**src/rtl/spi_tgt_pkg.sv**
```systemverilog
package spi_tgt_pkg;
   typedef enum logic [1:0] {
      PH_CMD = 2'd0,
      PH_WR  = 2'd1,
      PH_RD  = 2'd2
   } phase_e;
endpackage

```
**src/rtl/spi_tgt_sync.sv**
```systemverilog
module spi_tgt_sync #(
   parameter int               WIDTH   = 3,
   parameter int               STAGES  = 2,
   parameter logic [WIDTH-1:0] RST_VAL = '0
) (
   input  logic             clk,
   input  logic             rst_n,
   input  logic [WIDTH-1:0] d,
   output logic [WIDTH-1:0] q
);
   if (STAGES < 2) begin : g_bad_depth
      $error("spi_tgt_sync: STAGES must be at least 2");
   end

   logic [WIDTH-1:0] stg [STAGES];

   for (genvar s = 0; s < STAGES; s++) begin : g_stage
      always_ff @(posedge clk or negedge rst_n) begin
         if (!rst_n)      stg[s] <= RST_VAL;
         else if (s == 0) stg[s] <= d;
         else             stg[s] <= stg[(s == 0) ? 0 : s-1];
      end
   end

   assign q = stg[STAGES-1];
endmodule

```
**src/rtl/spi_tgt_edge.sv**
```systemverilog
module spi_tgt_edge #(
   parameter logic RST_VAL = 1'b0
) (
   input  logic clk,
   input  logic rst_n,
   input  logic level,
   output logic rise,
   output logic fall
);
   logic level_q;

   always_ff @(posedge clk or negedge rst_n) begin
      if (!rst_n) level_q <= RST_VAL;
      else        level_q <= level;
   end

   assign rise = level & ~level_q;
   assign fall = ~level & level_q;
endmodule

```
**src/rtl/spi_tgt_core.sv**
```systemverilog
module spi_tgt_core
   import spi_tgt_pkg::*;
#(
   parameter int ADDR_W = 7,
   parameter int DATA_W = 8
) (
   input  logic              clk,
   input  logic              rst_n,
   input  logic              active,
   input  logic              sck_rise,
   input  logic              sck_fall,
   input  logic              si,
   input  logic [DATA_W-1:0] reg_rdata,
   output logic [ADDR_W-1:0] reg_addr,
   output logic [DATA_W-1:0] reg_wdata,
   output logic              reg_wr_en,
   output logic              reg_rd_en,
   output logic              so_bit,
   output logic              rd_phase
);
   localparam int CNT_W = $clog2(DATA_W);
   localparam logic [CNT_W-1:0] LAST = CNT_W'(DATA_W - 1);

   if (DATA_W != ADDR_W + 1) begin : g_bad_fmt
      $error("spi_tgt_core: command byte must hold flag plus address");
   end

   phase_e            phase;
   logic [CNT_W-1:0]  bit_cnt;
   logic [DATA_W-1:0] rx_sh;
   logic [DATA_W-1:0] tx_sh;
   logic [ADDR_W-1:0] ptr;
   logic              fetch_q;
   logic [DATA_W-1:0] rx_byte;
   logic              last_bit;

   assign rx_byte  = {rx_sh[DATA_W-2:0], si};
   assign last_bit = (bit_cnt == LAST);

   always_ff @(posedge clk or negedge rst_n) begin
      if (!rst_n) begin
         phase     <= PH_CMD;
         bit_cnt   <= '0;
         rx_sh     <= '0;
         tx_sh     <= '0;
         ptr       <= '0;
         fetch_q   <= 1'b0;
         reg_addr  <= '0;
         reg_wdata <= '0;
         reg_wr_en <= 1'b0;
         reg_rd_en <= 1'b0;
         so_bit    <= 1'b0;
      end else begin
         reg_wr_en <= 1'b0;
         reg_rd_en <= 1'b0;
         fetch_q   <= reg_rd_en;
         if (!active) begin
            phase   <= PH_CMD;
            bit_cnt <= '0;
         end else begin
            if (sck_rise) begin
               rx_sh   <= rx_byte;
               bit_cnt <= last_bit ? '0 : bit_cnt + CNT_W'(1);
               if (last_bit) begin
                  case (phase)
                     PH_CMD: begin
                        if (rx_byte[DATA_W-1]) begin
                           phase     <= PH_RD;
                           reg_rd_en <= 1'b1;
                           reg_addr  <= rx_byte[ADDR_W-1:0];
                           ptr       <= rx_byte[ADDR_W-1:0] + ADDR_W'(1);
                        end else begin
                           phase <= PH_WR;
                           ptr   <= rx_byte[ADDR_W-1:0];
                        end
                     end
                     PH_WR: begin
                        reg_wr_en <= 1'b1;
                        reg_addr  <= ptr;
                        reg_wdata <= rx_byte;
                        ptr       <= ptr + ADDR_W'(1);
                     end
                     default: begin
                        reg_rd_en <= 1'b1;
                        reg_addr  <= ptr;
                        ptr       <= ptr + ADDR_W'(1);
                     end
                  endcase
               end
            end
            if (sck_fall && phase == PH_RD) begin
               so_bit <= tx_sh[DATA_W-1];
               tx_sh  <= tx_sh << 1;
            end
         end
         if (fetch_q) tx_sh <= reg_rdata;
      end
   end

   assign rd_phase = (phase == PH_RD);
endmodule

```
**src/rtl/spi_tgt.sv**
```systemverilog
module spi_tgt #(
   parameter int ADDR_W      = 7,
   parameter int DATA_W      = 8,
   parameter int SYNC_STAGES = 2
) (
   input  logic              clk,
   input  logic              rst_n,
   input  logic              if_sel,
   input  logic              sck_i,
   input  logic              si_i,
   input  logic              cs_n_i,
   output logic              so_o,
   output logic              so_oe,
   output logic [ADDR_W-1:0] reg_addr,
   output logic [DATA_W-1:0] reg_wdata,
   output logic              reg_wr_en,
   output logic              reg_rd_en,
   input  logic [DATA_W-1:0] reg_rdata
);
   logic [2:0] pins_s;
   logic       cs_s, sck_s, si_s;
   logic       sck_rise, sck_fall;
   logic       active, rd_phase;

   spi_tgt_sync #(.WIDTH(3), .STAGES(SYNC_STAGES), .RST_VAL(3'b100)) u_sync (
      .clk(clk), .rst_n(rst_n), .d({cs_n_i, sck_i, si_i}), .q(pins_s)
   );
   assign {cs_s, sck_s, si_s} = pins_s;

   spi_tgt_edge #(.RST_VAL(1'b0)) u_edge (
      .clk(clk), .rst_n(rst_n), .level(sck_s), .rise(sck_rise), .fall(sck_fall)
   );

   assign active = ~if_sel & ~cs_s;

   spi_tgt_core #(.ADDR_W(ADDR_W), .DATA_W(DATA_W)) u_core (
      .clk(clk), .rst_n(rst_n), .active(active),
      .sck_rise(sck_rise), .sck_fall(sck_fall), .si(si_s),
      .reg_rdata(reg_rdata), .reg_addr(reg_addr), .reg_wdata(reg_wdata),
      .reg_wr_en(reg_wr_en), .reg_rd_en(reg_rd_en),
      .so_bit(so_o), .rd_phase(rd_phase)
   );

   assign so_oe = active & rd_phase;
endmodule

```
**config.mk**
```make
export PLATFORM = sky130hd
export DESIGN_NAME = spi_tgt
export DESIGN_NICKNAME = d
export VERILOG_FILES = /design/src/rtl/spi_tgt_pkg.sv /design/src/rtl/spi_tgt_sync.sv /design/src/rtl/spi_tgt_edge.sv /design/src/rtl/spi_tgt_core.sv /design/src/rtl/spi_tgt.sv
export SDC_FILE = /design/constraint.sdc
export NUM_CORES = 1
export LEC_CHECK = 0
export BUFFER_PORTS_ARGS = -buffer_cell sky130_fd_sc_hd__buf_2
export CORE_MARGIN = 10
export CORE_UTILIZATION = 35
export CTS_CLUSTER_DIAMETER = 120
export DETAILED_ROUTE_END_ITERATION = 12
export SLEW_MARGIN = 10
export SYNTH_ARGS = -nofsm -noshare
export SYNTH_HDL_FRONTEND = slang
export SYNTH_SLANG_ARGS = --single-unit
```
**constraint.sdc**
```tcl
create_clock -name clk -period 3.8 [get_ports clk]
set_input_delay 0.38 -clock clk [delete_from_list [all_inputs] [get_ports clk]]
set_output_delay 0.38 -clock clk [all_outputs]
set_load 0.005 [all_outputs]
```
# Word level (Yosys, flattened, before mapping)
# Index checks and enable logic that the tools add are counted.
dict set report classes {
  n_mul 0
  n_addsub 3
  n_mux 24
  reduce_logical 11
  eq_ne 7
  order_cmp 0
  div_mod_pow 0
  shifts 0
  bitwise 8
}
# operator count
set op_table {}
lappend op_table {{$mux 7} 4}
lappend op_table {{$mux 8} 3}
lappend op_table {{$add 7x1->7 const B} 2}
lappend op_table {{$mux 2} 5}
lappend op_table {{$mux 3} 3}
lappend op_table {{$mux 1} 8}
lappend op_table {{$reduce_and 4->1} 2}
lappend op_table {{$ne 2x1->1 const B} 3}
lappend op_table {{$reduce_and 2->1} 3}
lappend op_table {{$reduce_and 3->1} 2}
lappend op_table {{$and 1x1->1} 4}
lappend op_table {{$not 1->1} 4}
lappend op_table {{$reduce_bool 2->1} 2}
lappend op_table {{$add 3x1->3 const B} 1}
lappend op_table {{$eq 3x3->1 const B} 1}
lappend op_table {{$eq 2x1->1 const B} 1}
lappend op_table {{$eq 2x2->1 const B} 1}
lappend op_table {{$logic_not 2->1} 1}
lappend op_table {{$ne 2x2->1 const B} 1}
lappend op_table {{$pmux 1 s2} 1}
lappend op_table {{$logic_and 1x1->1} 1}
dict set report totals {
  out_inout_bits 19
  latchBits 0
  input_bits 14
  mem_bits_ro 0
  mem_bits_rw 0
  memories 0
  wordCells 67
  reg_bits 53
}

# Depth between registers and ports, before layout
dict set report depth {
  word_depth 6
  mapped_depth 6
  ltp_nobuf 5
}

# Hierarchy
# A second synthesis with hierarchy kept.
dict set report unflattened {
  cells_unflattened 210
  hier_area_um2 2454.9
}
# module cells_per_inst seq_area_each_um2 instances area_each_um2
set modules_own_cells {}
lappend modules_own_cells {spi_tgt_core 196 1151.1 1 2223.4}
lappend modules_own_cells {spi_tgt_sync 9 152.6 1 175.2}
lappend modules_own_cells {spi_tgt_edge 3 25.0 1 40.0}
lappend modules_own_cells {spi_tgt 2 0.0 1 16.3}

# Worst setup path after synthesis
# No wires, ideal clock.
dict set report synth_path {
  path_type {reg-to-reg}
  from {reg u_sync.stg, in the netlist u_sync.q[2]}
  to {reg u_core.reg_wdata[0]}
  setup_slack_ps 2092
  path_stages_with_launch 6
  t_required_ps 3675
  synth_period_minus_slack_ps 1708
  n_path_buf 1
  arrival_ps 1584
  setup_ps 125
  path_cell_list {dfstp_2 -> nor4b_4 -> and2_1 -> buf_6 -> nand3b_4 -> mux2_2}
}
dict set report synth_between {
  elab_chain_len 3
}
# element line_no
set synth_lines {}
lappend synth_lines {{start, declared} spi_tgt_sync.sv:15} ;# logic [WIDTH-1:0] stg [STAGES];
lappend synth_lines {{start signal, assigned by index} spi_tgt_sync.sv:21} ;# else stg[s] <= stg[(s == 0) ? 0 : s-1];
lappend synth_lines {{$not 1->1} spi_tgt.sv:34} ;# assign active = ~if_sel & ~cs_s;
lappend synth_lines {{$and 1x1->1} spi_tgt.sv:34}
lappend synth_lines {{$reduce_and 4->1 (no line)} n/a}
lappend synth_lines {{end signal, assigned} spi_tgt_core.sv:80} ;# reg_wdata <= rx_byte;
lappend synth_lines {{end, declared} spi_tgt_core.sv:15} ;# output logic [DATA_W-1:0] reg_wdata,
# Every way passes these cells.
# A chain may end at the register's enable or synchronous reset.

# Worst setup path after layout
dict set report layout_path {
  from {reg u_sync.stg, in the netlist u_sync.q[2]}
  to {reg u_core.reg_wdata[4]}
}
# Same word-level chain as after synthesis.

==> results.toml <==
[logic_synthesis]
ys_async_sr_fraction_pct = 100
yosysTopAreaCellShare_pct = 54.2
syn-mean-instance-area_um2 = 11.7
synthTopCellsByCount = "dfrtp_1, nand2_1, mux2_2"
post-synth-top-count-cell = "dfrtp_1"
ys.warnings.count = 0
ys_seq_area_share_pct = 56.4
synth_cell_types = 39
synthCells = 202
synth_area_mm2 = 0.00235
synth_edf_count = 0
ys_seq_elements = 53
synth_area_leaders = "dfrtp_1, mux2_2, nand2_1, mux2i_1, o21ai_0"
yosys.area.top_type = "dfrtp_1"
synth_nets = 221
synthFlopType = "dfrtp_1"

[clocking]
htree_levels = 2
cts_root_buf = "clkbuf_8"
cts.path.max_buffers = 2
cts_buffers = 5
cts_resized = 0
clock-sinks = 53
clkTransAtPathRegs_ns = 0.09
clk_latency_ns = 0.30
cts_tree = "done"
cts_hold_buf = 0
post_cts_buffers = 0

[status]
outcome = "complete, no violations"

[worst_setup_path]
crit_path_cell_trace = "nor4b_4 -> and2_1 -> nand3b_4 -> mux2_2"
endpoint_kind = "flip-flop"
r2r_setup_slack_ns = 1.76
slowest_delay_ns = 0.56
critical_path_class = "reg2reg"
cp_slowest_cell = "nor4b_4"
crit_required_ns = 3.99
reg2regPathDepth = 4
path_max_fanout = 10
start_kind = "flip-flop"
arrival_ns = 2.23

[grt]
grt-ovfl-total = 0
grt_pass1_vias = 1627
antenna_found_initial = 0
grt_max_degree = 30
track_usage_pct = 9.86
grt_pass1_wl_um = 8220

[sta]
drv_slew = 0
final.period_utilization_pct = 53.6
fmax_mhz = 491
worstMarginPinSlew_ns = 0.571
setup_viol = 0
rsz0062_at_grt = "false"
tns_ns = 0
finalHoldViolations = 0
finalCriticalPeriod_ns = 2.04
relSlewSlack_pct = 61.8
skew_ns = 0.00978

[final_layout]
seqCellArea_mm2 = 0.00133
layout-drive-gt1-share_pct = 27.7
insertedDiodeCount = 0
multi_input_area_um2 = 978
nets = 253
fin_util_pct = 41.3
syn2layout_area_growth_pct = 13.3
fillers = 635

[die]
core_mm2 = 0.00646
io_pins = 33
dieWidth_um = 102
start_util_pct = 36.5
row_count = 29
dieArea_mm2 = 0.0104
fp.dieH_um = 102

[power]
combPwrFrac_pct = 8.1
power.leakage_nw = 1.36
max-vdd-ir-drop_mv = 0.166
p_switching_mw = 0.263
p_clk_share_pct = 30.0
internal_power_mw = 0.764
pwr-share-seq_pct = 61.8
p_per_area_mw_per_mm2 = 385
swShare_pct = 25.6

[detailed_routing]
firstDrtPassIters = 4
ant_nets = 0
drt-vias-per-instance = 5.18
via_count = 1615
drc = 0
wl_um = 4860
routedWlPerCell_um = 15.6
drt_first_iter_violations = 120

[placement]
dp_hpwl_um = 3560
place_congestion = 0.797
port-buffer-count = 32

[flow_run]
max-cap-violations = 0

[min_path]
min_path_type = "in2async"
## per-stage QoR
step | setup WS, ns | cell area (um2) | cells | total power, mW | hold WS (ns)
6_report | 1.76 | 2670 | 312 | 1.03 | 0.0430
5_1_grt | 1.56 | 2670 | 312 | 1.09 | 0.0752
4_1_cts | 1.74 | 2670 | 312 | 1.04 | 0.0584
3_5_place_dp | 1.63 | 2580 | 304 | 0.731 | 0.336
3_3_place_gp | 1.66 | 2580 | 304 | 0.729 | 0.333
2_1_floorplan | 2.09 | 2350 | 202 | 0.685 | 0.0844
## final timing paths
kind | startpoint | endpoint
max in group asynchronous | rst_n | u_core.rx_sh[1]$_DFFE_PN0P_
setup reg to reg | u_sync.q[2]$_DFF_PN1_ | u_core.reg_wdata[4]$_DFFE_PN0P_
setup / recovery | u_sync.q[2]$_DFF_PN1_ | u_core.reg_wdata[4]$_DFFE_PN0P_
hold reg to reg | u_sync.stg[4]$_DFF_PN0_ | u_sync.q[1]$_DFF_PN0_
hold / removal | rst_n | u_core.tx_sh[0]$_DFFE_PN0P_
min in group clk | cs_n_i | u_sync.stg[5]$_DFF_PN1_
## worst max-delay path, delay by kind of cell (launching register included)
| family | cells | cell delay [ns] |
|---|---|---|
| AND/OR/NAND/NOR | 3 | 1.22 |
| multiplexers | 1 | 0.31 |
| flip-flops | 1 | 0.40 |
## flip-flops by register name, indices dropped and copies added, names as in the netlist, 3 cells and up
name / flops
u_core.bit_cnt: 3
u_core.ptr: 7
u_core.reg_addr: 7
u_core.reg_wdata: 8
u_core.rx_sh: 7
u_core.tx_sh: 8
u_sync.q: 3
u_sync.stg: 3
## cell families after synthesis
family | synth area share, %
AND/OR/NAND/NOR | 12.6
flip-flops | 56.4
AO/OA/AOI/OAI | 13.3
multiplexers | 11.1
buffers and inverters | 2.02
XOR/XNOR | 1.86
adder cells (fa/ha/maj) | 2.66
## cell type report
type                    count  area share, %
clock inverters             2          0.516
multi-input cells         139           36.7
repair buffers             34           6.56
well taps                  77           3.61
clock buffers               6           2.72
flip-flops and latches     53           49.8
inverters                   1          0.141
## power groups by stage
stage	logic, mW	clock network (mW)	registers, mW
final	0.0835	0.308	0.635
after global routing	0.0947	0.347	0.644
after CTS	0.0854	0.323	0.636
after detailed placement	0.0845	0	0.646
after global placement	0.0833	0	0.646
after floorplan	0.0581	0	0.626
## layout by cell type, fill, tap and decap left out, drive strengths merged, types with 6 or more instances in the layout
master   count
a21oi       11
a2bb2oi      8
buf         34
clkbuf       6
dfrtp       51
mux2        16
mux2i        8
nand2       22
nor2        10
o21ai       15
o22ai        7
## per-layer routing
layer / up-vias / share of wire (%) / wire [um] / track usage (%)
met1: 788 / 43 / 2080 / 11.4
met3: 9 / 3.4 / 165 / 2.50
met5: - / 0 / 0 / 0
li1: 793 / - / - / -
met4: 0 / 1.9 / 92 / 3.90
met2: 25 / 52 / 2520 / 17.1
(Power assumes the default switching activity.)
